$ cat config.mk
export PLATFORM = sky130hd
export DESIGN_NAME = sr_gate_timer
export DESIGN_NICKNAME = d
export VERILOG_FILES = /design/src/rtl/sr_gate_pkg.sv /design/src/rtl/sr_det_monitor.sv /design/src/rtl/sr_target_calc.sv /design/src/rtl/sr_gate_fsm.sv /design/src/rtl/sr_gate_timer.sv
export SDC_FILE = /design/constraint.sdc
export NUM_CORES = 1
export LEC_CHECK = 0
export ABC_AREA = 1
export BUFFER_PORTS_ARGS = -buffer_cell sky130_fd_sc_hd__buf_2
export CAP_MARGIN = 10
export CORE_MARGIN = 2
export CORE_UTILIZATION = 44
export DETAILED_ROUTE_END_ITERATION = 12
export PLACE_DENSITY = 0.59
export SYNTH_ARGS = -nofsm -noshare
export SYNTH_HDL_FRONTEND = slang
export SYNTH_SLANG_ARGS = --single-unit
$ cat constraint.sdc
create_clock -name clk_i -period 6.8 [get_ports clk_i]
set_input_delay 0.34 -clock clk_i [delete_from_list [all_inputs] [get_ports clk_i]]
set_output_delay 0.34 -clock clk_i [all_outputs]
set_load 0.05 [all_outputs]
$ cat src/rtl/sr_gate_pkg.sv
package sr_gate_pkg;
  typedef enum logic [1:0] {
    GS_IDLE = 2'd0,
    GS_ON   = 2'd1,
    GS_INH  = 2'd2
  } gate_state_e;
endpackage

$ cat src/rtl/sr_det_monitor.sv
module sr_det_monitor #(
  parameter int CNT_W     = 12,
  parameter int DEB       = 15,
  parameter int RING_WIN  = 35,
  parameter int RING_HIGH = 15
) (
  input  logic             clk_i,
  input  logic             rst_ni,
  input  logic             det_i,
  input  logic             ring_clr_i,
  output logic [CNT_W-1:0] low_cnt_o,
  output logic [CNT_W-1:0] meas_o,
  output logic             ring_o
);
  localparam logic [CNT_W-1:0] CNT_MAX  = '1;
  localparam logic [CNT_W-1:0] DEB_C    = CNT_W'(DEB);
  localparam logic [CNT_W-1:0] RWIN_C   = CNT_W'(RING_WIN);
  localparam logic [CNT_W-1:0] RHIGH_C  = CNT_W'(RING_HIGH);

  logic [CNT_W-1:0] hi_cnt;
  logic             arm_q;
  logic             rise;
  logic             ring_hit;

  // previous sample was low iff the low run is nonzero
  assign rise     = det_i && (low_cnt_o != '0);
  assign ring_hit = arm_q && det_i && (hi_cnt == RHIGH_C);

  always_ff @(posedge clk_i or negedge rst_ni) begin
    if (!rst_ni) begin
      low_cnt_o <= '0;
      hi_cnt    <= '0;
      meas_o    <= '0;
      arm_q     <= 1'b0;
      ring_o    <= 1'b0;
    end else begin
      if (det_i) low_cnt_o <= '0;
      else if (low_cnt_o != CNT_MAX) low_cnt_o <= low_cnt_o + 1'b1;

      if (!det_i) hi_cnt <= '0;
      else if (hi_cnt != CNT_MAX) hi_cnt <= hi_cnt + 1'b1;

      if (rise && low_cnt_o >= DEB_C) meas_o <= low_cnt_o;

      if (!det_i) arm_q <= 1'b0;
      else if (rise) arm_q <= (low_cnt_o < RWIN_C);
      else if (ring_hit) arm_q <= 1'b0;

      if (ring_hit) ring_o <= 1'b1;
      else if (ring_clr_i) ring_o <= 1'b0;
    end
  end

  assert_ring_needs_high_R4: assert property (@(posedge clk_i) disable iff (!rst_ni)
    $rose(ring_o) |-> $past(det_i) && $past(hi_cnt) == RHIGH_C);

  assert_short_low_keeps_meas_R1: assert property (@(posedge clk_i) disable iff (!rst_ni)
    (det_i && low_cnt_o != '0 && low_cnt_o < DEB_C) |=> $stable(meas_o));
endmodule

$ cat src/rtl/sr_target_calc.sv
module sr_target_calc #(
  parameter int CNT_W   = 12,
  parameter int MIN_ON  = 30,
  parameter int MAX_ON  = 1050,
  parameter int SHR_DT  = 125,
  parameter int SHR_RNG = 120,
  parameter int SHR_FD  = 140,
  parameter int GROW_Q8 = 102
) (
  input  logic [CNT_W-1:0] meas_i,
  input  logic [CNT_W-1:0] prev_on_i,
  input  logic [CNT_W-1:0] dead_i,
  input  logic             dt_i,
  input  logic             ring_i,
  input  logic             fb_i,
  output logic [CNT_W-1:0] target_o
);
  localparam int SW = CNT_W + 3;
  localparam int PW = CNT_W + 9;

  logic [SW-1:0] shrink, base, grow_lim, capped;
  logic [PW-1:0] prod;

  assign shrink = SW'(dead_i)
                + (dt_i   ? SW'(SHR_DT)  : SW'(0))
                + (ring_i ? SW'(SHR_RNG) : SW'(0))
                + (fb_i   ? SW'(SHR_FD)  : SW'(0));
  assign base     = (SW'(meas_i) > shrink) ? SW'(meas_i) - shrink : '0;
  assign prod     = PW'(prev_on_i) * PW'(GROW_Q8);
  assign grow_lim = SW'(prev_on_i) + SW'(prod >> 8);
  assign capped   = (prev_on_i >= CNT_W'(MIN_ON) && base > grow_lim) ? grow_lim : base;
  assign target_o = (capped > SW'(MAX_ON)) ? CNT_W'(MAX_ON) : capped[CNT_W-1:0];
endmodule

$ cat src/rtl/sr_gate_fsm.sv
module sr_gate_fsm import sr_gate_pkg::*; #(
  parameter int CNT_W  = 12,
  parameter int DEB    = 15,
  parameter int MIN_ON = 30,
  parameter int MAX_ON = 1050,
  parameter int INH_LF = 210,
  parameter int INH_HF = 145,
  parameter int DW     = 13
) (
  input  logic             clk_i,
  input  logic             rst_ni,
  input  logic             det_i,
  input  logic             en_i,
  input  logic             hf_i,
  input  logic [CNT_W-1:0] low_cnt_i,
  input  logic [CNT_W-1:0] target_i,
  output logic             gate_q_o,
  output logic             fire_o,
  output logic             dt_short_o,
  output logic [CNT_W-1:0] prev_on_o
);
  localparam logic [CNT_W-1:0] FIRE_AT  = CNT_W'(DEB - 1);
  localparam logic [CNT_W-1:0] MIN_ON_C = CNT_W'(MIN_ON);
  localparam logic [CNT_W-1:0] MAX_ON_C = CNT_W'(MAX_ON);
  localparam logic [CNT_W-1:0] DW_C     = CNT_W'(DW);
  localparam logic [CNT_W-1:0] INH_MIN  = CNT_W'((INH_LF < INH_HF) ? INH_LF : INH_HF);

  gate_state_e      state;
  logic [CNT_W-1:0] on_cnt, inh_cnt, tgt_q, inh_len, off_gap;
  logic             stop_on;

  assign inh_len  = hf_i ? CNT_W'(INH_HF) : CNT_W'(INH_LF);
  assign fire_o   = (state == GS_IDLE) && !det_i && (low_cnt_i == FIRE_AT);
  assign stop_on  = !en_i || (on_cnt >= tgt_q) || (det_i && on_cnt >= MIN_ON_C)
                 || (on_cnt >= MAX_ON_C);
  assign gate_q_o = (state == GS_ON);

  always_ff @(posedge clk_i or negedge rst_ni) begin
    if (!rst_ni) begin
      state      <= GS_IDLE;
      on_cnt     <= '0;
      inh_cnt    <= '0;
      tgt_q      <= '0;
      dt_short_o <= 1'b0;
      prev_on_o  <= '0;
    end else begin
      case (state)
        GS_IDLE: if (fire_o) begin
          dt_short_o <= 1'b0;
          if (en_i && target_i != '0) begin
            state  <= GS_ON;
            on_cnt <= CNT_W'(1);
            tgt_q  <= target_i;
          end
        end
        GS_ON: if (stop_on) begin
          state     <= GS_INH;
          inh_cnt   <= CNT_W'(1);
          prev_on_o <= on_cnt;
        end else begin
          on_cnt <= on_cnt + 1'b1;
        end
        GS_INH: begin
          if (det_i && inh_cnt <= DW_C) dt_short_o <= 1'b1;
          if (inh_cnt >= inh_len) state <= GS_IDLE;
          else inh_cnt <= inh_cnt + 1'b1;
        end
        default: state <= GS_IDLE;
      endcase
    end
  end

  // checker: cycles since the gate last fell
  always_ff @(posedge clk_i or negedge rst_ni) begin
    if (!rst_ni) off_gap <= '1;
    else if (gate_q_o) off_gap <= '0;
    else if (off_gap != '1) off_gap <= off_gap + 1'b1;
  end

  assert_debounce_R1: assert property (@(posedge clk_i) disable iff (!rst_ni)
    $rose(gate_q_o) |-> !$past(det_i) && $past(low_cnt_i) == FIRE_AT);

  assert_min_on_R7: assert property (@(posedge clk_i) disable iff (!rst_ni)
    ($fell(gate_q_o) && $past(en_i)) |-> ($past(on_cnt) >= MIN_ON_C || $past(on_cnt) >= $past(tgt_q)));

  assert_max_on_R8: assert property (@(posedge clk_i) disable iff (!rst_ni)
    gate_q_o |-> on_cnt <= MAX_ON_C);

  assert_inhibit_R9: assert property (@(posedge clk_i) disable iff (!rst_ni)
    $rose(gate_q_o) |-> off_gap >= INH_MIN);

  assert_enable_R11: assert property (@(posedge clk_i) disable iff (!rst_ni)
    !en_i |=> !gate_q_o);
endmodule

$ cat src/rtl/sr_gate_timer.sv
module sr_gate_timer #(
  parameter int CNT_W     = 12,
  parameter int DEB       = 15,
  parameter int MIN_ON    = 30,
  parameter int MAX_ON    = 1050,
  parameter int INH_LF    = 210,
  parameter int INH_HF    = 145,
  parameter int DW        = 13,
  parameter int RING_WIN  = 35,
  parameter int RING_HIGH = 15,
  parameter int SHR_DT    = 125,
  parameter int SHR_RNG   = 120,
  parameter int SHR_FD    = 140,
  parameter int GROW_Q8   = 102
) (
  input  logic             clk_i,
  input  logic             rst_ni,
  input  logic             det_i,
  input  logic             gate_en_i,
  input  logic             fb_shrink_i,
  input  logic             hf_mode_i,
  input  logic [CNT_W-1:0] dead_cycles_i,
  output logic             gate_o
);
  logic [CNT_W-1:0] low_cnt, meas, prev_on, target;
  logic             ring, fire, dt_short, gate_q;

  sr_det_monitor #(
    .CNT_W(CNT_W), .DEB(DEB), .RING_WIN(RING_WIN), .RING_HIGH(RING_HIGH)
  ) u_mon (
    .clk_i(clk_i), .rst_ni(rst_ni), .det_i(det_i), .ring_clr_i(fire),
    .low_cnt_o(low_cnt), .meas_o(meas), .ring_o(ring)
  );

  sr_target_calc #(
    .CNT_W(CNT_W), .MIN_ON(MIN_ON), .MAX_ON(MAX_ON), .SHR_DT(SHR_DT),
    .SHR_RNG(SHR_RNG), .SHR_FD(SHR_FD), .GROW_Q8(GROW_Q8)
  ) u_calc (
    .meas_i(meas), .prev_on_i(prev_on), .dead_i(dead_cycles_i),
    .dt_i(dt_short), .ring_i(ring), .fb_i(fb_shrink_i), .target_o(target)
  );

  sr_gate_fsm #(
    .CNT_W(CNT_W), .DEB(DEB), .MIN_ON(MIN_ON), .MAX_ON(MAX_ON),
    .INH_LF(INH_LF), .INH_HF(INH_HF), .DW(DW)
  ) u_fsm (
    .clk_i(clk_i), .rst_ni(rst_ni), .det_i(det_i), .en_i(gate_en_i),
    .hf_i(hf_mode_i), .low_cnt_i(low_cnt), .target_i(target),
    .gate_q_o(gate_q), .fire_o(fire), .dt_short_o(dt_short), .prev_on_o(prev_on)
  );

  assign gate_o = gate_q & gate_en_i;

  assert_reset_clears_R12: assert property (@(posedge clk_i) disable iff (!rst_ni)
    $rose(rst_ni) |-> !gate_o);
endmodule

==> run_results.csv <==
group,metric,value,unit
status,outcome,"complete, but fails checks",
drt,first_pass_iters,5,
power,p_leak,5.439,nW
drt,drt_iter0_markers,367,
global_route,track_usage,20.43,%
floorplan,die-area,0.02059,mm^2
drt,route.detailed.drc,0,
clock_network,cts_buffers,9,
power,finalPower,1.600,mW
timing,min_period_over_period,104.2,%
clock_network,worstSkewPairLatency,0.34,ns
drt,wl_per_cell,13.17,um
min_path,hold_class,"in2async",
timing,rsz0062_at_grt,"yes",
timing,hold_viol,6,
clock_network,cts-root-buf,"clkbuf_16",
final_layout,area_growth,23.53,%
timing,worst_pin_slew,0.9489,ns
power,ir_drop,0.1582,mV
yosys,synth-warning-count,0,
job,drv_cap,0,
final_layout,final_cell_area,0.01058,mm^2
power,powerDensity,151.3,mW/mm^2
clock_network,hold_buffers,0,
timing,clock-skew-final,0.007714,ns
worst_setup_path,worstPathArrival,7.36,ns
yosys,synth_edf_count,0,
yosys,synth_seq_cells,89,
drt,routed_wirelength,20.26,mm
place,dp.final_hpwl,15.51,mm
clock_network,clk_path_buf_depth,2,
timing,whs,-0.01364,ns
worst_setup_path,critPathCaptureType,"flip-flop",
yosys,ys.flop_type,"dfrtp_1",
timing,finalSetupViolCount,25,
global_route,grt-ovfl-total,0,
clock_network,htree_levels,3,
worst_setup_path,worst_path_max_delay_cell,"fa_1",
yosys,synth_cell_type_count,52,
worst_setup_path,cpMostUsedCell,"nand2_1",
yosys,ys_seq_area_share,26.01,%
yosys,netlist_area,0.008562,mm^2
timing,slew_headroom,36.56,%
worst_setup_path,crit_path_max_fanout,7,
floorplan,core,0.01927,mm^2
clock_network,cts_tree,"yes",
yosys,syn_inst,1148,
drt,via_count,7548,
floorplan,start_util,44.43,%
final_layout,antenna_cells,0,
global_route,grt_pass1_wl,34.27,mm
drt,antenna_left,0,
global_route,grt_pass1_vias,7253,
worst_setup_path,cp-start-kind,"flip-flop",
worst_setup_path,crit_type,"reg2reg",
yosys,avgSynthCellArea,7.458,um^2
place,gp_congestion,0.8757,
floorplan,io_pins,19,
worst_setup_path,worstPathRequired,7.07,ns
clock_network,tritoncts_num_sinks,89,
place,placed_area,0.009438,mm^2
clock_network,clk_pin_slew,0.06,ns
yosys,postSynth.asyncResetShare,100.0,%
floorplan,rows,51,
yosys,ys_top_cells_by_area,"dfrtp_1, ha_1, nand2_1, inv_1, fa_1",
yosys,yosys-top-cells-count,"nand2_1, inv_1, ha_1",
timing,final.setup.tns,-6.589,ns
yosys,syn_nets,1310,
yosys,synth_top_area_share,26.01,%
place,placement.io_buffers,18,
status,violations,"negative hold slack, negative setup slack",
timing,drv_slew,0,
worst_setup_path,rr_worst_depth,49,
floorplan,die_w,143.5,um
timing,period_needed,7.088,ns
final_layout,nets,1430,
drt,vias_per_cell,4.908,
yosys,synth_top_area_cell,"dfrtp_1",
timing,fmax,0.1411,GHz
worst_setup_path,max_stage_delay,0.50,ns
global_route,grt_max_degree,48,
yosys,synth.most_common_cell,"nand2_1",
floorplan,die_h,143.5,um
timing,fin_ws,-0.2880,ns
final_layout,drive_above_1_share,20.82,%
global_route,grt_antenna_before_repair,0,
[logic make-up (layout without fill, tap and decap cells)]
family	count (synthesis)	count (layout)	synth area share, %
adder cells (fa/ha/maj)	144	144	23.06
buffers and inverters	234	356	10.90
flip-flops	89	89	26.01
AO/OA/AOI/OAI	180	180	12.00
AND/OR/NAND/NOR	458	461	23.60
multiplexers	1	1	0.1315
XOR/XNOR	42	42	4.296
[worst paths after layout]
path                               startpoint                  to  slack (ns)
setup / recovery           u_fsm.prev_on_o[1]     u_fsm.on_cnt[8]       -0.29
hold / removal                         rst_ni     u_mon.hi_cnt[6]       -0.01
setup reg to reg           u_fsm.prev_on_o[1]     u_fsm.on_cnt[8]       -0.29
hold reg to reg               u_mon.meas_o[0]     u_mon.meas_o[0]        0.49
max in group asynchronous              rst_ni  u_fsm.prev_on_o[7]        5.83
min in group clk_i                      det_i     u_mon.hi_cnt[1]        0.43
[through the flow]
stage / worst slack (ns) / std cells / util [%] / hold WS, ns
floorplan: 0.05919 / 1148 / - / 0.04441
global placement: -0.1412 / 1488 / 48.97 / 0.3850
detailed placement: -0.1779 / 1488 / 48.97 / 0.3798
CTS: -0.1033 / 1527 / 52.56 / 0.01271
global route: -0.7931 / 1538 / 54.88 / 0.03891
finish: -0.2880 / 1538 / 54.88 / -0.01364
[report_power, final]
part           total, mW  internal (mW)  switching (mW)
Sequential         0.551          0.541          0.0101
Clock              0.579          0.370           0.209
Combinational      0.470          0.193           0.277
[routing by layer]
metal  up-vias  track usage [%]  part of all wire (%)
li1       3956                -                     -
met1      3517            30.12                    51
met2        63            33.23                    46
met3        12            1.733                   2.3
met4         0            3.457                  0.92
met5         -                0                     0
[cell type report]
class / instances / area [um^2]
inverters: 217 / 819.5
well taps: 265 / 331.6
flip-flops and latches: 89 / 2227
fillers: 1830 / 8695
repair buffers: 123 / 962.2
clock buffers: 10 / 239.0
multi-input cells: 828 / 5884
clock inverters: 6 / 112.6
[registers in the layout, summed over array words and instances (netlist names)]
name,count
u_fsm.inh_cnt,12
u_fsm.prev_on_o,12
u_mon.low_cnt_o,12
u_mon.meas_o,12
u_fsm.dt_short_o,1
u_fsm.state,2
u_mon.arm_q,1
u_mon.hi_cnt,12
u_fsm.on_cnt,12
u_fsm.tgt_q,12
u_mon.ring_o,1
[what timing repair did]
action,4_1_cts,5_1_grt
gates cloned,2,3
pin swaps,12,37
setup endpoints to repair,25,25
setup buffers,21,8
hold endpoints to repair,0,0
resized for setup,36,72
[placed cells by master (no fill, tap or decap), types with 5 or more instances in the layout]
| cell type | instances |
|---|---|
| a21o_1 | 6 |
| a21oi_1 | 53 |
| a21oi_2 | 6 |
| a31oi_1 | 5 |
| buf_2 | 17 |
| buf_4 | 95 |
| buf_6 | 7 |
| clkbuf_16 | 11 |
| dfrtp_1 | 89 |
| fa_1 | 23 |
| ha_1 | 112 |
| ha_4 | 9 |
| inv_1 | 204 |
| inv_2 | 12 |
| nand2_1 | 212 |
| nand2_2 | 32 |
| nand2_4 | 7 |
| nand2_8 | 5 |
| nand3_1 | 36 |
| nand3_2 | 19 |
| nand4_1 | 14 |
| nor2_1 | 85 |
| nor2_2 | 8 |
| nor3_1 | 20 |
| nor4_1 | 7 |
| o21ai_0 | 62 |
| o21ai_1 | 10 |
| o21ai_2 | 8 |
| or2_2 | 5 |
| xnor2_1 | 16 |
| xor2_1 | 23 |
[worst max-delay path: cells and delay by family (launching register included)]
family / cells / cell delay [ns]
AOI/OAI and AO/OA: 9 / 1.53
xor gates and xnor gates: 2 / 0.32
DFF: 1 / 0.43
adders and majority gates: 6 / 2.10
and+or+nand+nor: 25 / 1.97
buffers and inverters: 7 / 0.61
Note: power is estimated with default switching activity, not from simulation.
